--- config.mk ---
export PLATFORM = sky130hd
export DESIGN_NAME = irq_hub
export DESIGN_NICKNAME = d
export VERILOG_FILES = /design/src/rtl/irq_hub_pkg.sv /design/src/rtl/irq_hub_regs.sv /design/src/rtl/irq_hub_capture.sv /design/src/rtl/irq_hub_out.sv /design/src/rtl/irq_hub.sv
export SDC_FILE = /design/constraint.sdc
export NUM_CORES = 1
export LEC_CHECK = 0
export ABC_AREA = 1
export BUFFER_PORTS_ARGS = -buffer_cell sky130_fd_sc_hd__buf_2
export CAP_MARGIN = 10
export CORE_MARGIN = 2
export CORE_UTILIZATION = 45
export CTS_CLUSTER_SIZE = 20
export DETAILED_ROUTE_END_ITERATION = 8
export GPL_ROUTABILITY_DRIVEN = 0
export GPL_TIMING_DRIVEN = 0
export PLACE_DENSITY = 0.72
export SETUP_SLACK_MARGIN = 0.4
export SLEW_MARGIN = 10
export SYNTH_ARGS = -nofsm -noshare
export SYNTH_HDL_FRONTEND = slang
export SYNTH_SLANG_ARGS = --single-unit
--- constraint.sdc ---
create_clock -name clk -period 2 [get_ports clk]
set_input_delay 0.2 -clock clk [delete_from_list [all_inputs] [get_ports clk]]
set_output_delay 0.2 -clock clk [all_outputs]
set_load 0.01 [all_outputs]
--- src/rtl/irq_hub_pkg.sv ---
package irq_hub_pkg;
  localparam int DATA_W = 32;
  localparam int ADDR_W = 3;

  typedef enum logic [ADDR_W-1:0] {
    RA_MASK    = 3'd0,
    RA_ENABLE  = 3'd1,
    RA_EDGE    = 3'd2,
    RA_CLEAR   = 3'd3,
    RA_PENDING = 3'd4,
    RA_OUTMODE = 3'd5
  } reg_addr_e;

  function automatic logic [DATA_W-1:0] live_bits(input int n);
    logic [DATA_W-1:0] r;
    for (int i = 0; i < DATA_W; i++) r[i] = (i < n);
    return r;
  endfunction
endpackage

--- src/rtl/irq_hub_regs.sv ---
module irq_hub_regs
  import irq_hub_pkg::*;
#(
  parameter int NUM_CH = 8
) (
  input  logic              clk,
  input  logic              rst_n,
  input  logic              req_valid,
  input  logic              req_write,
  input  logic [ADDR_W-1:0] req_addr,
  input  logic [DATA_W-1:0] req_wdata,
  input  logic [DATA_W-1:0] pending,
  output logic [DATA_W-1:0] mask,
  output logic [DATA_W-1:0] enable,
  output logic [DATA_W-1:0] edge_sel,
  output logic [DATA_W-1:0] clr_bits,
  output logic              pulse_mode,
  output logic              rsp_valid,
  output logic [DATA_W-1:0] rsp_rdata
);
  localparam logic [DATA_W-1:0] LIVE = live_bits(NUM_CH);

  logic              wr_en;
  logic [DATA_W-1:0] wdata_live;
  logic [DATA_W-1:0] rd_mux;
  reg_addr_e         sel;

  assign sel        = reg_addr_e'(req_addr);
  assign wr_en      = req_valid && req_write;
  assign wdata_live = req_wdata & LIVE;

  always_ff @(posedge clk or negedge rst_n) begin
    if (!rst_n) begin
      mask       <= '0;
      enable     <= '0;
      edge_sel   <= '0;
      pulse_mode <= 1'b0;
    end else if (wr_en) begin
      case (sel)
        RA_MASK:    mask       <= wdata_live;
        RA_ENABLE:  enable     <= wdata_live;
        RA_EDGE:    edge_sel   <= wdata_live;
        RA_OUTMODE: pulse_mode <= req_wdata[0];
        default:    ;
      endcase
    end
  end

  // clear strobe lasts only for the accepting cycle
  assign clr_bits = (wr_en && sel == RA_CLEAR) ? wdata_live : '0;

  always_comb begin
    case (sel)
      RA_MASK:    rd_mux = mask;
      RA_ENABLE:  rd_mux = enable;
      RA_EDGE:    rd_mux = edge_sel;
      RA_PENDING: rd_mux = pending;
      RA_OUTMODE: rd_mux = pulse_mode ? LIVE : '0;
      default:    rd_mux = '0;
    endcase
  end

  always_ff @(posedge clk or negedge rst_n) begin
    if (!rst_n) begin
      rsp_valid <= 1'b0;
      rsp_rdata <= '0;
    end else begin
      rsp_valid <= req_valid && !req_write;
      rsp_rdata <= (req_valid && !req_write) ? rd_mux : '0;
    end
  end
endmodule

--- src/rtl/irq_hub_capture.sv ---
module irq_hub_capture
  import irq_hub_pkg::*;
#(
  parameter int NUM_CH = 8
) (
  input  logic              clk,
  input  logic              rst_n,
  input  logic [DATA_W-1:0] irq_vec,
  input  logic [DATA_W-1:0] mask,
  input  logic [DATA_W-1:0] edge_sel,
  input  logic [DATA_W-1:0] clr_bits,
  output logic [DATA_W-1:0] pending
);
  localparam logic [DATA_W-1:0] LIVE = live_bits(NUM_CH);

  logic [DATA_W-1:0] prev_q;
  logic [DATA_W-1:0] rise;
  logic [DATA_W-1:0] hit;
  logic [DATA_W-1:0] pend_d;

  assign rise   = irq_vec & ~prev_q;
  assign hit    = mask & ((edge_sel & rise) | (~edge_sel & irq_vec));
  // new event ORed after the clear so a colliding clear cannot drop it
  assign pend_d = ((pending & ~clr_bits) | hit) & LIVE;

  always_ff @(posedge clk or negedge rst_n) begin
    if (!rst_n) begin
      prev_q  <= '0;
      pending <= '0;
    end else begin
      prev_q  <= irq_vec & LIVE;
      pending <= pend_d;
    end
  end
endmodule

--- src/rtl/irq_hub_out.sv ---
module irq_hub_out
  import irq_hub_pkg::*;
(
  input  logic              clk,
  input  logic              rst_n,
  input  logic [DATA_W-1:0] pending,
  input  logic [DATA_W-1:0] enable,
  input  logic              pulse_mode,
  output logic              irq_out
);
  logic any_now;
  logic any_q;

  assign any_now = |(pending & enable);

  always_ff @(posedge clk or negedge rst_n) begin
    if (!rst_n) any_q <= 1'b0;
    else        any_q <= any_now;
  end

  assign irq_out = pulse_mode ? (any_now && !any_q) : any_now;
endmodule

--- src/rtl/irq_hub.sv ---
module irq_hub
  import irq_hub_pkg::*;
#(
  parameter int NUM_CH = 8
) (
  input  logic              clk,
  input  logic              rst_n,
  input  logic [NUM_CH-1:0] irq_in,
  input  logic              req_valid,
  input  logic              req_write,
  input  logic [ADDR_W-1:0] req_addr,
  input  logic [DATA_W-1:0] req_wdata,
  output logic              rsp_valid,
  output logic [DATA_W-1:0] rsp_rdata,
  output logic              irq_out
);
  logic [DATA_W-1:0] irq_vec;
  logic [DATA_W-1:0] mask_q;
  logic [DATA_W-1:0] enable_q;
  logic [DATA_W-1:0] edge_q;
  logic [DATA_W-1:0] clr_bits;
  logic [DATA_W-1:0] pend_q;
  logic              pulse_mode;

  assign irq_vec = DATA_W'(irq_in);

  irq_hub_regs #(.NUM_CH(NUM_CH)) u_regs (
    .clk(clk), .rst_n(rst_n),
    .req_valid(req_valid), .req_write(req_write),
    .req_addr(req_addr), .req_wdata(req_wdata),
    .pending(pend_q),
    .mask(mask_q), .enable(enable_q), .edge_sel(edge_q),
    .clr_bits(clr_bits), .pulse_mode(pulse_mode),
    .rsp_valid(rsp_valid), .rsp_rdata(rsp_rdata)
  );

  irq_hub_capture #(.NUM_CH(NUM_CH)) u_cap (
    .clk(clk), .rst_n(rst_n),
    .irq_vec(irq_vec), .mask(mask_q), .edge_sel(edge_q),
    .clr_bits(clr_bits), .pending(pend_q)
  );

  irq_hub_out u_out (
    .clk(clk), .rst_n(rst_n),
    .pending(pend_q), .enable(enable_q),
    .pulse_mode(pulse_mode), .irq_out(irq_out)
  );
endmodule

# [Yosys cells after proc, flatten, opt, wreduce, memory -nomap -nowiden]
# Cells that the tools add are included.
[op_classes] eq_ne=5 reduce_logical=12 n_bitwise=11 muxes=5
[op_table] operator="$pmux 32 s5" n=1
[op_table] operator="$and 8x8->8" n=6
[op_table] operator="$mux 32" n=1
[op_table] operator="$reduce_or 32->1" n=1
[op_table] operator="$not 8->8" n=3
[op_table] operator="$mux 8" n=2
[op_table] operator="$or 8x8->8" n=2
[op_table] operator="$reduce_and 2->1" n=4
[op_table] operator="$eq 3x2->1 const B" n=2
[op_table] operator="$eq 3x3->1 const B" n=2
[op_table] operator="$logic_and 1x1->1" n=4
[op_table] operator="$eq 3x1->1 const B" n=1
[op_table] operator="$logic_not 3->1" n=1
[op_table] operator="$logic_not 1->1" n=2
[op_table] operator="$mux 1" n=1
[word_totals] regBits=75 wordCells=42 inputBits=47

# [Longest topological paths before layout]
# Gate-level depths: netlist of run 1.
[depth] depth_word=6 ltp_mapped=7 ltp_nobuf=6

# [Hierarchy]
# Synthesis of run 1 repeated with hierarchy kept, for this count alone.
[hier_totals] hier_cells=530 hier_area_um2=4325.4
[by_module_without_submodules] module="irq_hub_regs" cells_per_inst=365 area_per_inst_um2=3253.1 instances=1
[by_module_without_submodules] module="irq_hub_capture" cells_per_inst=97 area_per_inst_um2=794.5 instances=1
[by_module_without_submodules] module="irq_hub_out" cells_per_inst=67 area_per_inst_um2=274.0 instances=1
[by_module_without_submodules] module="irq_hub" cells_per_inst=1 area_per_inst_um2=3.8 instances=1

# [Least setup slack after synthesis of run 1]
# OpenSTA, ideal clock, no wires.
[synth_path] path_type="input port to flip-flop" from="in req_addr[0]" to="reg u_regs.enable[6]" t_required_ns=1.881 setup_slack_ns=0.953 path_buffers=2 arrival_time_ns=0.929 path_stages=7 setup_time_ns=0.119 path_cell_list="buf_6 > inv_2 > nor2_4 > nand3_4 > buf_6 > nand2_1 > o21ai_2"
[synth_via] elab_chain_cells=2
[synth_lines] item="from (decl)" line_no="irq_hub.sv:11" rtl="input logic [ADDR_W-1:0] req_addr,"
[synth_lines] item="$eq 3x1->1" line_no="irq_hub_regs.sv:39" rtl="case (sel)"
[synth_lines] item="$reduce_and 2->1 (no source line)"
[synth_lines] item="to (signal assigned)" line_no="irq_hub_regs.sv:41" rtl="RA_ENABLE: enable <= wdata_live;"
[synth_lines] item="to (decl)" line_no="irq_hub_regs.sv:14" rtl="output logic [DATA_W-1:0] enable,"
# Every way passes these cells.
# A chain may end at the register's enable or synchronous reset.

# [Worst setup path after layout of run 1]
[layout_path] from="reg u_cap.pending[0]" to="out irq_out"
[layout_via] elab_chain_cells=4
[layout_lines] item="from (decl)" line_no="irq_hub_capture.sv:12" rtl="output logic [DATA_W-1:0] pending"
[layout_lines] item="from (signal assigned)" line_no="irq_hub_capture.sv:32" rtl="pending <= pend_d;"
[layout_lines] item="$and 8x8->8 *" line_no="irq_hub_out.sv:14" rtl="assign any_now = |(pending & enable);"
[layout_lines] item="$reduce_or 32->1 *" line_no="irq_hub_out.sv:14"
[layout_lines] item="$logic_and 1x1->1" line_no="irq_hub_out.sv:21" rtl="assign irq_out = pulse_mode ? (any_now && !any_q) : any_now;"
[layout_lines] item="$mux 1 *" line_no="irq_hub_out.sv:21"
[layout_lines] item="to (decl)" line_no="irq_hub.sv:15" rtl="output logic irq_out"
# Mark *: on every way between the ends. The rest lies on a longest branch, timed or not.

==> results of run 1 <==
-- worst max-delay path by stage --
stage | startpoint | end | slack (ns) | cells past startpoint
floorplan | req_addr[0] | u_regs.enable[6] | 0.95 | 7
global placement | req_addr[2] | u_regs.edge_sel[2] | 0.71 | 6
detailed placement | req_addr[2] | u_cap.pending[6] | 0.67 | 5
CTS | u_cap.pending[0] | irq_out | 0.53 | 5
global route | u_cap.pending[2] | irq_out | 0.44 | 5
finish | u_cap.pending[0] | irq_out | 0.53 | 5
-- metrics by stage --
stage               total power [mW]  utilization, %  setup slack, ns  hold WS (ns)
global placement               1.771           53.61           0.7068        0.3221
floorplan                      1.631               -           0.9526      -0.09559
CTS                            2.436           55.91           0.5325    0.00005257
global route                   2.573           56.35           0.4422    0.00009276
detailed placement             1.792           53.61           0.6721        0.3234
finish                         2.434           56.35           0.5350     0.0002281
-- cell type report --
class / instances / area [um^2] / area share (%)
multi-input cells: 197 / 967.2 / 32.98
repair buffers: 35 / 197.7 / 6.741
plain buffers: 32 / 251.5 / 8.575
well taps: 70 / 87.58 / 2.986
clock buffers: 8 / 100.1 / 3.413
inverters: 14 / 52.55 / 1.792
flip-flops and latches: 51 / 1276 / 43.52
-- worst max-delay path, stage by stage (launching register included) --
cell and delay (ns):
dfrtp_1 0.39, nand2_1 0.07, nand2_1 0.07, nor2_1 0.05, a22oi_1 0.19, buf_2 0.17
-- layer usage --
layer	share of wire, %	vias to the layer above	routed length [um]
met5	0	-	0
met4	1.4	0	72
met3	6.2	8	323
met2	46	65	2395
met1	47	868	2461
li1	-	979	-
-- registers in the layout, indices dropped and copies added, names as in the netlist --
signal	flops
u_regs.mask	8
u_cap.pending	8
u_cap.prev_q	8
u_regs.rsp_rdata	8
u_out.any_q	1
u_regs.rsp_valid	1
u_regs.enable	8
u_regs.pulse_mode	1
u_regs.edge_sel	8
-- kinds of logic after synthesis --
| logic type | after synthesis | share of synthesized area, % |
|---|---|---|
| buffers and inverters | 46 | 12.35 |
| flip-flops | 51 | 51.86 |
| AO/OA/AOI/OAI | 34 | 8.236 |
| other | 1 | 0.1524 |
| AND/OR/NAND/NOR | 139 | 27.40 |
-- cells in the mapped netlist (all sizes together) --
master	count
nand2	63
dfrtp	51
nand3	50
o21ai	33
buf	32
nor2	22
inv	14
nand4	4
a22oi	1
conb	1
-- power by group through the flow --
stage	clock, mW	sequential [mW]	combinational, mW
finish	0.653	1.31	0.472
global route	0.705	1.33	0.540
CTS	0.661	1.30	0.470
detailed placement	0	1.32	0.467
global placement	0	1.32	0.452
floorplan	0	1.29	0.338
-- repair_timing --
action / 4_1_cts / 5_1_grt
hold buffers: 2 / 2
resized for setup: 0 / 0
endpoints found under the setup margin: 0 / 0
endpoints found under the hold margin: 2 / 52
==> flow_summary_export.csv, run 1 <==
group,metric,value,unit
clock_tree,cts_sinks,51,
finish,diodes,0,
grt,grt_max_degree,52,
worst_setup_path,worstSetupPathType,"reg2out",
worst_hold_path,hold_path_class,"in2reg",
finish,instances_no_fill,407,
worst_setup_path,cp.required,1.80,ns
power_and_ir_drop,clockPowerShare,26.8,%
power_and_ir_drop,ir_worst_vdd,0.3972,mV
yosys,synth_top_area_share,51.86,%
grt,grt_antenna_before_repair,0,
drt,vias,1920,
drt,route.detailed.drc,0,
worst_hold_path,hold_depth,1,
die,die-area,0.006077,mm^2
power_and_ir_drop,power_per_cell_area,829.9,mW/mm^2
worst_hold_path,hold_end,"u_cap.prev_q[0]",
yosys,yosys_warnings,0,
die,die_h,77.96,um
worst_setup_path,critPathMaxFanout,3,
power_and_ir_drop,p_leak,1.499,nW
power_and_ir_drop,internal-power,1.703,mW
timing,min_period,1.465,ns
timing,setup_viol,0,
finish,final_cell_mix,"63 x nand2_1, 51 x dfrtp_1, 46 x nand3_1, 33 x buf_2, 25 x buf_4",
grt,grt_overflow_total,0,
clock_tree,cts_tree,"built",
status,outcome,"completed",
die,initial_utilization,47.28,%
timing,hold_viol_final,0,
grt,grt_busiest_layer,"met2",
placed_design,portBuffers,31,
yosys,ys_ff_latch,51,
timing,maxSlewHeadroom,59.02,%
finish,fillers,465,
finish,syn_to_final_growth,19.17,%
timing,fin_tns_setup,0,ns
die,fp-row-count,26,
die,die_x,77.96,um
drt,drt_iter0_markers,188,
timing,skew,0.008294,ns
finish,post-route-cell-area,0.002933,mm^2
timing,max_freq,682.6,MHz
clock_tree,htree_levels,2,
yosys,synthTopCellsByArea,"dfrtp_1 52%, nand2_1 9.6%, nand3_1 9.4%",
grt,grt_pass1_vias,1789,
drt,wire_per_inst,12.90,um
clock_tree,cts_root_buffer,"clkbuf_8",
finish,layout-drive-gt1-share,26.71,%
timing,slew_violations,0,
drt,vias_per_cell,4.717,
timing,rsz0062_at_grt,"false",
die,core,0.005205,mm^2
grt,use_met2,28.53,%
grt,grtUsageTotal,18.66,%
worst_hold_path,worstHoldStart,"irq_in[0]",
drt,first_pass_iters,4,
clock_tree,post_cts_buffers,0,
yosys,yosysTopAreaCell,"dfrtp_1",
clock_tree,numCtsBuffers,5,
yosys,ys_types,19,
finish,layout_commonest_cell,"nand2_1",
worst_setup_path,r2r-start,"u_regs.pulse_mode",
yosys,ys_seq_area_share,51.86,%
drt,drtAntennaViolNets,0,
grt,grtUsageMet1,26.54,%
timing,fin_crit_sh,73.25,%
power_and_ir_drop,combPwrFrac,19.4,%
clock_tree,cts_buffer_depth,2,
power_and_ir_drop,seq_power_share,53.7,%
grt,grt_pass1_wl,8811,um
worst_setup_path,crit_path_end_kind,"output port",
finish,final_nets,383,
worst_setup_path,crit_path_start_kind,"register",
yosys,synthCells,271,
run,cap_violations,0,
worst_setup_path,reg2reg_to,"u_regs.rsp_rdata[2]",
yosys,avgSynthCellArea,9.082,um^2
power_and_ir_drop,switching_share,30.03,%
placed_design,postPlaceCellArea,0.002790,mm^2
timing,worst_pin_slew,0.6148,ns
clock_tree,clk_pin_slew,0.09,ns
worst_setup_path,r2r_cells,4,
drt,wl,5252,um
placed_design,hpwl,3662,um
worst_setup_path,rrSetupSlack,0.98,ns
yosys,synthesis.area,0.002461,mm^2
clock_tree,insertion_delay,0.31,ns
worst_setup_path,worstPathArrival,1.27,ns
power_and_ir_drop,switchingPower,0.7310,mW
placed_design,placed_cells,395,
die,ios,81,
grt,global_route.usage.met3,4.186,%
No activity file was read; power rests on OpenSTA's default activity.
==> run 2, diff against run 1 <==
--- a/config.mk
+++ b/config.mk
@@ -5,7 +5,7 @@
 export SDC_FILE = /design/constraint.sdc
 export NUM_CORES = 1
 export LEC_CHECK = 0
-export ABC_AREA = 1
+export ABC_AREA = 0
 export BUFFER_PORTS_ARGS = -buffer_cell sky130_fd_sc_hd__buf_2
 export CAP_MARGIN = 10
 export CORE_MARGIN = 2
@@ -14,7 +14,7 @@
 export DETAILED_ROUTE_END_ITERATION = 8
 export GPL_ROUTABILITY_DRIVEN = 0
 export GPL_TIMING_DRIVEN = 0
-export PLACE_DENSITY = 0.72
+export PLACE_DENSITY = 0.73
 export SETUP_SLACK_MARGIN = 0.4
 export SLEW_MARGIN = 10
 export SYNTH_ARGS = -nofsm -noshare
==> constraint.sdc (replaced) <==
create_clock -name clk -period 1.5 [get_ports clk]
set_input_delay 0.15 -clock clk [delete_from_list [all_inputs] [get_ports clk]]
set_output_delay 0.15 -clock clk [all_outputs]
set_load 0.01 [all_outputs]
==> run 2 against run 1 <==
  * The run now ends with setup timing left
  * Register-to-register slack worse by 0.92 ns
  * Setup slack got worse by 0.54 ns
  * Sequential share of layout area down 3.2 points
  * Clock-buffer cell count is the same
  * Synthesized cell count shrank 28%
  * Critical path depth shrank 1
  * Critical path type unchanged
  * Largest cell class unchanged
==> flow_summary_export.csv, run 2 <==
group,metric,value,unit
worst_setup_path,worstPathArrival,1.36,ns
drt,wire_per_inst,14.12,um
yosys,synthesis.area,0.002414,mm^2
die,die_h,77.24,um
worst_hold_path,hold_depth,2,
drt,drt_iter0_markers,192,
yosys,yosysTopAreaCell,"dfrtp_1",
drt,route.detailed.drc,0,
finish,post-route-cell-area,0.003169,mm^2
finish,final_nets,324,
clock_tree,cts_sinks,51,
run,cap_violations,0,
clock_tree,htree_levels,2,
yosys,synth_edf_count,0,
finish,final_cell_mix,"50 x dfrtp_1, 33 x buf_4, 31 x buf_2, 24 x conb_1, 20 x nand2_1",
worst_setup_path,reg2reg_to,"u_regs.rsp_rdata[5]",
drt,drtAntennaViolNets,0,
finish,instances_no_fill,348,
finish,area.sequential,0.001277,mm^2
status,violations,"setup timing",
worst_hold_path,hold_end,"u_regs.enable[2]",
timing,hold_viol_final,0,
yosys,ys_dominant_reg_cell,"dfrtp_1",
worst_hold_path,worstHoldStart,"req_wdata[2]",
yosys,synth_top_area_share,52.88,%
drt,wl,4913,um
clock_tree,cts_root_buffer,"clkbuf_8",
drt,vias,1686,
yosys,synthCells,195,
worst_hold_path,hold_path_class,"in2reg",
grt,grt_max_degree,52,
die,core,0.005140,mm^2
drt,first_pass_iters,4,
yosys,netlist_top_cells_count,"51 x dfrtp_1, 26 x buf_4, 23 x mux2_2",
finish,diodes,0,
die,initial_utilization,46.96,%
worst_setup_path,cp.required,1.35,ns
clock_tree,clk_pin_slew,0.08,ns
finish,multiInputGateArea,0.001086,mm^2
clock_tree,numCtsBuffers,5,
yosys,synthArstFlopShare,100.0,%
timing,min_period,1.507,ns
timing,setup_viol,1,
timing,slew_violations,0,
worst_setup_path,r2r_cells,6,
power_and_ir_drop,p_leak,1.524,nW
worst_setup_path,crit_path_end_kind,"output port",
finish,syn_to_final_growth,31.31,%
worst_setup_path,rrSetupSlack,0.06,ns
worst_setup_path,crit_buf_inv,1,
clock_tree,cts_tree,"built",
yosys,synthTopCellsByArea,"dfrtp_1 53%, mux2_2 11%, buf_4 8.1%",
grt,grt_antenna_before_repair,0,
power_and_ir_drop,power_per_cell_area,1086,mW/mm^2
die,ios,81,
timing,rsz0062_at_grt,"true",
power_and_ir_drop,ir_worst_vdd,0.4676,mV
placed_design,placed_cells,318,
status,outcome,"finished, violations left",
placed_design,portBuffers,30,
drt,vias_per_cell,4.845,
yosys,ys_types,32,
timing,worst_slack,-0.006904,ns
grt,grt_overflow_total,0,
grt,grt_pass1_wl,7886,um
timing,fin_crit_sh,100.5,%
yosys,yosys_warnings,0,
die,die_x,77.24,um
timing,max_freq,663.6,MHz
worst_setup_path,crit_family,"flip-flops",
yosys,yosysMostFrequentCell,"dfrtp_1",
worst_setup_path,worstSetupPathType,"reg2out",
die,fp-row-count,26,
placed_design,dp_worst_setup_slack,-0.1571,ns
worst_setup_path,crit_path_start_kind,"register",
yosys,ys_ff_latch,51,
finish,layout_commonest_cell,"dfrtp_1",
worst_setup_path,r2r-start,"u_cap.pending[5]",
finish,fillers,434,
clock_tree,insertion_delay,0.31,ns
grt,grt_pass1_vias,1545,
yosys,avgSynthCellArea,12.38,um^2
worst_setup_path,worstPathCellList,"a22oi_2, nand4_1, a21boi_1, buf_2",
timing,skew,0.004925,ns
placed_design,postPlaceCellArea,0.002785,mm^2
yosys,ys_seq_area_share,52.88,%
worst_setup_path,slowest_delay,0.42,ns
worst_setup_path,critPathMaxFanout,3,
worst_setup_path,critPathSlowestCell,"dfrtp_1",
die,die-area,0.005965,mm^2
timing,hold_slack,0.1183,ns
finish,layout-drive-gt1-share,45.68,%
clock_tree,cts_buffer_depth,2,
grt,grtUsageTotal,17.28,%
placed_design,hpwl,3242,um
-- run 2: cell types whose count changed after synthesis, moves of 12 or more --
cell	previous run	this run
nand3_1	46	2
nand2_1	63	21
mux2_2	0	23
o21ai_1	23	1
nor2_1	19	7
-- run 2: area by class of cell --
class                   instances  area share, %
plain buffers                  31          7.619
clock buffers                   8          3.158
inverters                       2         0.2369
multi-input cells             134          34.27
flip-flops and latches         51          40.31
well taps                      70          2.764
repair buffers                 52          11.65
-- run 2: metrics by stage --
stage,TNS [ns],util [%],total power [mW]
after global routing,-0.06442,61.66,3.600
after global placement,-0.9848,54.19,2.413
final,-0.006904,61.66,3.442
after detailed placement,-1.153,54.19,2.428
after CTS,-0.01857,59.20,3.343
after floorplan,0,-,2.223
-- run 2: cell families after synthesis --
family	synth area share, %
AO/OA/AOI/OAI	10.68
multiplexers	17.47
other	0.1554
AND/OR/NAND/NOR	8.918
buffers and inverters	9.902
flip-flops	52.88
-- run 2: worst max-delay path by stage --
| stage | from | endpoint | slack [ns] | cells after the start |
|---|---|---|---|---|
| finish | u_regs.enable[2] | irq_out | -0.007 | 4 |
| floorplan | req_addr[2] | u_regs.mask[0] | 0.20 | 5 |
| CTS | u_cap.pending[5] | irq_out | -0.02 | 4 |
| global route | u_regs.enable[2] | irq_out | -0.06 | 4 |
| detailed placement | req_addr[1] | u_cap.pending[5] | -0.16 | 6 |
| global placement | req_addr[1] | u_cap.pending[5] | -0.14 | 6 |
-- run 2: worst register-to-register path, delay by kind of cell (launching register included) --
family / cells / cell delay [ns]
AO/OA/AOI/OAI: 1 / 0.05
buffers and inverters: 3 / 0.33
flip-flops: 1 / 0.42
multiplexers: 1 / 0.46
AND/OR/NAND/NOR: 1 / 0.08
-- run 2: repair_timing --
action                                 4_1_cts  5_1_grt
setup endpoints to repair                   21        8
resized for setup                           11       11
hold buffers                                 8        1
buffers inserted                             5        7
pin swaps                                    4        9
endpoints found under the hold margin        8       17
-- run 2: where the power goes --
group | internal (mW) | total (mW) | leakage [nW] | switching, mW
registers | 1.58 | 1.77 | 0.605 | 0.190
logic | 0.521 | 0.824 | 0.867 | 0.303
clock network | 0.421 | 0.844 | 0.0515 | 0.423
total | 2.53 | 3.44 | 1.52 | 0.915
-- run 2: per-layer routing --
metal / routed length, um / GRT usage [%]
met4: 80 / 6.429
met1: 2147 / 24.32
met3: 273 / 3.882
met2: 2411 / 26.17
met5: 0 / 0
